[src/rtl/dma_eng_pkg.sv]
package dma_eng_pkg;
   localparam int WORD_W = 32;
   localparam int WORD_BYTES = WORD_W / 8;
   localparam int SRC_CODE_LSB = 18;
   localparam int DST_CODE_LSB = 21;
   localparam int SRC_INC_BIT = 26;
   localparam int DST_INC_BIT = 27;
   localparam int TC_BIT = 31;

   typedef enum logic [2:0] {
      ST_IDLE,
      ST_RD,
      ST_WR,
      ST_DESC,
      ST_FIN,
      ST_ABORT
   } eng_state_e;
endpackage

[src/rtl/dma_width_dec.sv]
module dma_width_dec #(
   parameter int MAX_CODE = 2,
   parameter int OFF_W = 3
) (
   input  logic [2:0]       code,
   output logic [OFF_W-1:0] bytes,
   output logic             legal
);
   always_comb begin
      legal = (int'(code) <= MAX_CODE);
      bytes = legal ? (OFF_W'(1) << code) : OFF_W'(1);
   end
endmodule

[src/rtl/dma_pack_buf.sv]
module dma_pack_buf #(
   parameter int NB = 4,
   parameter int OFF_W = 3
) (
   input  logic             clk,
   input  logic             rst_n,
   input  logic             ld,
   input  logic [OFF_W-1:0] ld_off,
   input  logic [OFF_W-1:0] ld_size,
   input  logic [8*NB-1:0]  ld_data,
   input  logic [OFF_W-1:0] rd_off,
   input  logic [OFF_W-1:0] rd_size,
   output logic [8*NB-1:0]  rd_data
);
   logic [8*NB-1:0] store_q;
   logic [8*NB-1:0] ld_shift;
   logic [8*NB-1:0] rd_shift;

   assign ld_shift = ld_data << (8 * ld_off);
   assign rd_shift = store_q >> (8 * rd_off);

   for (genvar g = 0; g < NB; g++) begin : g_lane
      localparam logic [OFF_W:0] LANE = (OFF_W + 1)'(g);
      logic hit;
      assign hit = ld && ({1'b0, ld_off} <= LANE) &&
                   (LANE < ({1'b0, ld_off} + {1'b0, ld_size}));
      always_ff @(posedge clk or negedge rst_n) begin
         if (!rst_n) begin
            store_q[8*g +: 8] <= '0;
         end else if (hit) begin
            store_q[8*g +: 8] <= ld_shift[8*g +: 8];
         end
      end
      assign rd_data[8*g +: 8] = (LANE < {1'b0, rd_size}) ? rd_shift[8*g +: 8] : 8'h00;
   end
endmodule

[src/rtl/dma_elem_engine.sv]
module dma_elem_engine
   import dma_eng_pkg::*;
#(
   parameter int NCHAN = 8,
   parameter int ADDR_W = 32,
   parameter int CNT_W = 12,
   localparam int CH_W = (NCHAN > 1) ? $clog2(NCHAN) : 1
) (
   input  logic              clk,
   input  logic              rst_n,
   input  logic              go,
   input  logic [CH_W-1:0]   go_chan,
   input  logic [ADDR_W-1:0] go_src,
   input  logic [ADDR_W-1:0] go_dst,
   input  logic [ADDR_W-1:0] go_lli,
   input  logic [31:0]       go_ctrl,
   output logic              busy,
   output logic              mem_req,
   output logic              mem_we,
   output logic [ADDR_W-1:0] mem_addr,
   output logic [31:0]       mem_wdata,
   output logic [2:0]        mem_size,
   input  logic              mem_ack,
   input  logic [31:0]       mem_rdata,
   output logic              wb_valid,
   output logic [CH_W-1:0]   wb_chan,
   output logic [ADDR_W-1:0] wb_src,
   output logic [ADDR_W-1:0] wb_dst,
   output logic [ADDR_W-1:0] wb_lli,
   output logic [31:0]       wb_ctrl,
   output logic              wb_disable,
   output logic [NCHAN-1:0]  tc_set,
   output logic [NCHAN-1:0]  err_set,
   output logic              done
);
   localparam int NB = WORD_BYTES;
   localparam int OFF_W = $clog2(NB) + 1;
   localparam int MAX_CODE = $clog2(NB);

   if (NCHAN < 1 || NCHAN > 32) begin : g_bad_nchan
      $error("dma_elem_engine: NCHAN must be 1..32");
   end
   if (ADDR_W < 8 || ADDR_W > WORD_W) begin : g_bad_addr
      $error("dma_elem_engine: ADDR_W must be 8..32");
   end
   if (CNT_W < 1 || CNT_W > SRC_CODE_LSB) begin : g_bad_cnt
      $error("dma_elem_engine: CNT_W must not reach the width fields");
   end
   if (OFF_W != 3) begin : g_bad_off
      $error("dma_elem_engine: size port assumes 32-bit words");
   end

   eng_state_e        state_q;
   logic [CH_W-1:0]   ch_q;
   logic [ADDR_W-1:0] src_q, dst_q, lli_q, lli_nxt_q;
   logic [31:0]       ctrl_q;
   logic [OFF_W-1:0]  sw_q, dw_q, off_q;
   logic [1:0]        didx_q;
   logic              dis_q, bad_q, last_q;

   // width decode of the incoming control word (source and destination)
   logic [OFF_W-1:0] dec_bytes [2];
   logic [1:0]       dec_legal;
   for (genvar k = 0; k < 2; k++) begin : g_wdec
      localparam int LSB = (k == 0) ? SRC_CODE_LSB : DST_CODE_LSB;
      dma_width_dec #(.MAX_CODE(MAX_CODE), .OFF_W(OFF_W)) u_dec (
         .code  (go_ctrl[LSB +: 3]),
         .bytes (dec_bytes[k]),
         .legal (dec_legal[k])
      );
   end

   logic [OFF_W-1:0] xmax;
   logic [OFF_W-1:0] rd_nxt, wr_nxt;
   logic             beat_ack;
   logic [31:0]      pk_data;
   logic             cnt_one;

   assign xmax     = (sw_q > dw_q) ? sw_q : dw_q;
   assign rd_nxt   = off_q + sw_q;
   assign wr_nxt   = off_q + dw_q;
   assign beat_ack = mem_req && mem_ack;
   assign cnt_one  = (ctrl_q[CNT_W-1:0] == CNT_W'(1));

   dma_pack_buf #(.NB(NB), .OFF_W(OFF_W)) u_pack (
      .clk     (clk),
      .rst_n   (rst_n),
      .ld      (state_q == ST_RD && mem_ack),
      .ld_off  (off_q),
      .ld_size (sw_q),
      .ld_data (mem_rdata),
      .rd_off  (off_q),
      .rd_size (dw_q),
      .rd_data (pk_data)
   );

   always_ff @(posedge clk or negedge rst_n) begin
      if (!rst_n) begin
         state_q   <= ST_IDLE;
         ch_q      <= '0;
         src_q     <= '0;
         dst_q     <= '0;
         lli_q     <= '0;
         lli_nxt_q <= '0;
         ctrl_q    <= '0;
         sw_q      <= OFF_W'(1);
         dw_q      <= OFF_W'(1);
         off_q     <= '0;
         didx_q    <= '0;
         dis_q     <= 1'b0;
         bad_q     <= 1'b0;
         last_q    <= 1'b0;
      end else begin
         unique case (state_q)
            ST_IDLE: begin
               if (go) begin
                  ch_q   <= go_chan;
                  src_q  <= go_src;
                  dst_q  <= go_dst;
                  lli_q  <= go_lli;
                  ctrl_q <= go_ctrl;
                  sw_q   <= dec_bytes[0];
                  dw_q   <= dec_bytes[1];
                  off_q  <= '0;
                  didx_q <= '0;
                  dis_q  <= 1'b0;
                  last_q <= 1'b0;
                  bad_q  <= !(&dec_legal);
                  if (!(&dec_legal) || go_ctrl[CNT_W-1:0] == '0) begin
                     state_q <= ST_ABORT;
                  end else begin
                     state_q <= ST_RD;
                  end
               end
            end
            ST_RD: begin
               if (beat_ack) begin
                  if (ctrl_q[SRC_INC_BIT]) src_q <= src_q + ADDR_W'(sw_q);
                  if (rd_nxt >= dw_q) begin
                     off_q   <= '0;
                     state_q <= ST_WR;
                  end else begin
                     off_q <= rd_nxt;
                  end
               end
            end
            ST_WR: begin
               if (beat_ack) begin
                  if (ctrl_q[DST_INC_BIT]) dst_q <= dst_q + ADDR_W'(dw_q);
                  if (wr_nxt >= xmax) begin
                     off_q <= '0;
                     ctrl_q[CNT_W-1:0] <= ctrl_q[CNT_W-1:0] - CNT_W'(1);
                     last_q <= cnt_one;
                     if (cnt_one && lli_q != '0) begin
                        state_q <= ST_DESC;
                     end else begin
                        dis_q   <= cnt_one;
                        state_q <= ST_FIN;
                     end
                  end else begin
                     off_q <= wr_nxt;
                  end
               end
            end
            ST_DESC: begin
               if (beat_ack) begin
                  didx_q <= didx_q + 2'd1;
                  unique case (didx_q)
                     2'd0: src_q <= mem_rdata[ADDR_W-1:0];
                     2'd1: dst_q <= mem_rdata[ADDR_W-1:0];
                     2'd2: lli_nxt_q <= mem_rdata[ADDR_W-1:0];
                     default: begin
                        ctrl_q  <= mem_rdata;
                        lli_q   <= lli_nxt_q;
                        state_q <= ST_FIN;
                     end
                  endcase
               end
            end
            ST_FIN, ST_ABORT: state_q <= ST_IDLE;
            default: state_q <= ST_IDLE;
         endcase
      end
   end

   always_comb begin
      mem_req   = 1'b0;
      mem_we    = 1'b0;
      mem_addr  = src_q;
      mem_size  = sw_q;
      mem_wdata = '0;
      unique case (state_q)
         ST_RD: mem_req = 1'b1;
         ST_WR: begin
            mem_req   = 1'b1;
            mem_we    = 1'b1;
            mem_addr  = dst_q;
            mem_size  = dw_q;
            mem_wdata = pk_data;
         end
         ST_DESC: begin
            mem_req  = 1'b1;
            mem_addr = lli_q + ADDR_W'({didx_q, 2'b00});
            mem_size = 3'd4;
         end
         default: ;
      endcase
   end

   assign busy       = (state_q != ST_IDLE);
   assign wb_valid   = (state_q == ST_FIN);
   assign done       = (state_q == ST_FIN) || (state_q == ST_ABORT);
   assign wb_chan    = ch_q;
   assign wb_src     = src_q;
   assign wb_dst     = dst_q;
   assign wb_lli     = lli_q;
   assign wb_ctrl    = ctrl_q;
   assign wb_disable = wb_valid && dis_q;

   for (genvar c = 0; c < NCHAN; c++) begin : g_chan_pulse
      assign tc_set[c]  = wb_valid && last_q && ctrl_q[TC_BIT] && (ch_q == CH_W'(c));
      assign err_set[c] = (state_q == ST_ABORT) && bad_q && (ch_q == CH_W'(c));
   end
endmodule

[config.mk]
export PLATFORM = sky130hd
export DESIGN_NAME = dma_elem_engine
export DESIGN_NICKNAME = d
export VERILOG_FILES = /design/src/rtl/dma_eng_pkg.sv /design/src/rtl/dma_width_dec.sv /design/src/rtl/dma_pack_buf.sv /design/src/rtl/dma_elem_engine.sv
export SDC_FILE = /design/constraint.sdc
export NUM_CORES = 1
export LEC_CHECK = 0
export BUFFER_PORTS_ARGS = -buffer_cell sky130_fd_sc_hd__buf_2
export CAP_MARGIN = 20
export CORE_ASPECT_RATIO = 1.75
export CORE_MARGIN = 2
export CORE_UTILIZATION = 52
export DETAILED_ROUTE_END_ITERATION = 8
export PLACE_DENSITY = 0.89
export SLEW_MARGIN = 20
export SYNTH_ARGS = -nofsm -noshare
export SYNTH_HDL_FRONTEND = slang
export SYNTH_SLANG_ARGS = --single-unit
[constraint.sdc]
create_clock -name clk -period 3.5 [get_ports clk]
set_clock_uncertainty 0.1 [all_clocks]
set_input_delay 0.35 -clock clk [delete_from_list [all_inputs] [get_ports clk]]
set_output_delay 0.35 -clock clk [all_outputs]
set_load 0.05 [all_outputs]
==> results.toml <==
[synthesis]
synthXorXnorAreaFrac_pct = 2.078
synthSimpleGateAreaFrac_pct = 21.63
async_flop_share_pct = 100.0
syn_inst = 1723
ys_types = 81
synth_top_family_by_area = "compound AO/OA/AOI/OAI gates"
ys_seq_elements = 212
syn_area_sq_um = 14330
yosysTopAreaCellShare_pct = 36.67
synthAdderAreaFrac_pct = 3.055
syn_nets = 1922
ys.warnings.count = 0
muxShareOfSynthArea_pct = 7.080
avgSynthCellArea_sq_um = 8.318
synth_compound_area_share_pct = 24.36
synth-seq-area-share_pct = 37.03
synthFlopType = "dfrtp_1"
yosysTopAreaCell = "dfrtp_1"
synth_edf_count = 0
yosys-top-cells-area = "dfrtp_1, nand2_1, nor2_1"

[sta]
tightest_slew_ns = 1.130
fin_crit_sh_pct = 97.32
setup_slack_ns = 0.09395
max_freq_ghz = 0.2936
hold_viol = 1
hold_slack_ns = -0.002294
setup_viol = 0
rsz0062_at_grt = "yes"
slew_viol_final = 0
min_period_ns = 3.406
max_slew_margin_pct = 23.95

[pwr]
leakagePower_nw = 8.299
power.density_nw_per_um2 = 1107
ir_drop_v = 0.0007887

[min_path]
min_path_cells = 3
worstHoldEndpoint = "wb_src[2]"
hold_path_startpoint = "go_src[2]"
hp-class = "input pin to flop"

[layout]
fin_cells = 2492
final_cell_mix = "buf_2, nand2_1, dfrtp_1"
drive_gt1_share_pct = 26.66
syn_to_final_growth_pct = 25.24
n_antenna_cell = 0
nNetsFinal = 2308
final_area_sq_um = 17950
final_common_cell = "buf_2"

[critical_path]
r2r_end = "wb_ctrl[2]"
critPathArrivalTime_ns = 2.96
path_cells = "buf_4 -> nor2b_1 -> buf_4 -> a21oi_1 -> nor2_1 -> buf_2"
path_class = "flop to output pin"
rr_worst_depth = 13
critical_path.endpoint_type = "output pin"
r2r_slack_ns = 0.20
path_max_fanout = 56
critPathRequiredTime_ns = 3.05
cp_slowest_stage_delay_ns = 0.69
rr_startpoint = "sw_q[0]"
cp-start-kind = "flop"
slowest_stage = "nor2b_1"
cpMostUsedCell = "buf_4"

[clocking]
clk_latency_ns = 0.53
cts_max_path_buffers = 3
numCtsBuffers = 21
clock-sinks = 212
cts_tree = "built"
postCtsSetupRepairBufs = 0
clk_pin_slew_ns = 0.07
clockRootBuffer = "clkbuf_16"
htree_levels = 1

[route]
ant_nets = 0
route.final.wire_length_mm = 65.48
avgViaCountPerCell = 6.609
drc = 0
drt_iter0_markers = 1879
wire_per_inst_microns = 26.28
firstDrtPassIters = 7
routed-via-count = 16470

[die]
die_h_microns = 223.6
initial_utilization_pct = 52.64
pin_count = 387
core_area_sq_um = 27230
die_x_microns = 129.5
die_area_sq_um = 28960
rows = 80

[placed_design]
place_ws_ns = 0.07700
dp_hpwl_mm = 48.44
postPlaceCellArea_sq_um = 16830
place_congestion = 1.011
numPortBuffers = 386
dp_cells = 2417

[global_route]
grt_pass1_vias = 15569
grt.overflow.total = 0
grt_pass1_wl_mm = 95.14
grt_antenna_before_repair = 0
grt_max_degree = 107
grtUsageTotal_pct = 44.22

[outcome]
violations = "negative hold slack"
outcome = "finished with violations"

[job]
drv_cap = 0
## synth_stat cells (43+ instances only)
master    number
a21oi_1       83
mux2_2        43
o21ai_0      122
nand3_1       46
nand2_1      247
inv_1         45
a31oi_1       71
mux2i_1       53
nor2_1       174
dfrtp_1      210
a22oi_1       49
clkbuf_1      82
## per-stage QoR
stage               util, %  power (mW)  hold slack [ns]   TNS, ns
floorplan                 -       13.19         -0.04559         0
finish                65.93       19.87        -0.002294         0
CTS                   65.80       19.49        0.0001715         0
global placement      61.80       16.82           0.3866         0
global route          65.93       20.65          0.01817  -0.03354
detailed placement    61.80       17.03           0.3931         0
## critical path: cells and delay by family, from the launching register on
family | cells | cell delay [ns]
buffers and inverters | 3 | 1.13
and+or+nand+nor | 2 | 0.80
DFF | 1 | 0.40
AOI/OAI and AO/OA | 1 | 0.08
## registers in the layout (all words and copies together) (netlist names)
signal and flops:
lli_nxt_q 32, bad_q 1, wb_src 32, wb_dst 32
dis_q 1, state_q 3, didx_q 2, dw_q 3
sw_q 3, last_q 1, wb_chan 3, wb_ctrl 32
u_pack.store_q 32, wb_lli 32, off_q 3
## report_power, final
group	total (mW)	internal (mW)	switching [mW]
clock	2.44	1.36	1.07
sequential	5.42	3.46	1.95
combinational	12.0	3.45	8.57
## cells by family after synthesis
kind of cell,count (synthesis)
XOR/XNOR,34
multiplexers,96
AO/OA/AOI/OAI,519
AND/OR/NAND/NOR,659
adder cells (fa/ha/maj),32
flip-flops,212
buffers and inverters,171
## final cells by class
| type | instances | area [sq um] |
|---|---|---|
| Clock buffer | 29 | 605.6 |
| Clock inverter | 8 | 101.3 |
| Fill cell | 2320 | 9276 |
| Inverter | 46 | 172.7 |
| Multi-Input combinational cell | 1340 | 8429 |
| Sequential cell | 212 | 5310 |
| Tap cell | 369 | 461.7 |
| Timing Repair Buffer | 488 | 2869 |
## routing by layer
layer / share of wire [%] / vias up / global-route usage [%]
met5: 0 / - / 0
met4: 11 / 0 / 40.83
met3: 9.8 / 347 / 8.192
met2: 46 / 1245 / 69.64
met1: 33 / 7780 / 49.77
li1: - / 7098 / -
## worst max-delay path by stage
stage,depth (start not counted),endpoint,slack [ns],start
floorplan,7,mem_addr[24],0.03,wb_lli[2]
global placement,13,wb_ctrl[2],0.07,sw_q[0]
detailed placement,13,wb_ctrl[2],0.08,sw_q[0]
CTS,13,wb_ctrl[2],0.06,sw_q[0]
global route,7,mem_addr[25],-0.02,wb_lli[3]
finish,6,mem_wdata[15],0.09,off_q[1]
## what timing repair did
item | 4_1_cts | 5_1_grt
resized for setup | 0 | 10
hold buffers | 38 | 0
endpoints found under the hold margin | 140 | 0
setup endpoints to repair | 0 | 21
Note: power is estimated with default switching activity, not from simulation.
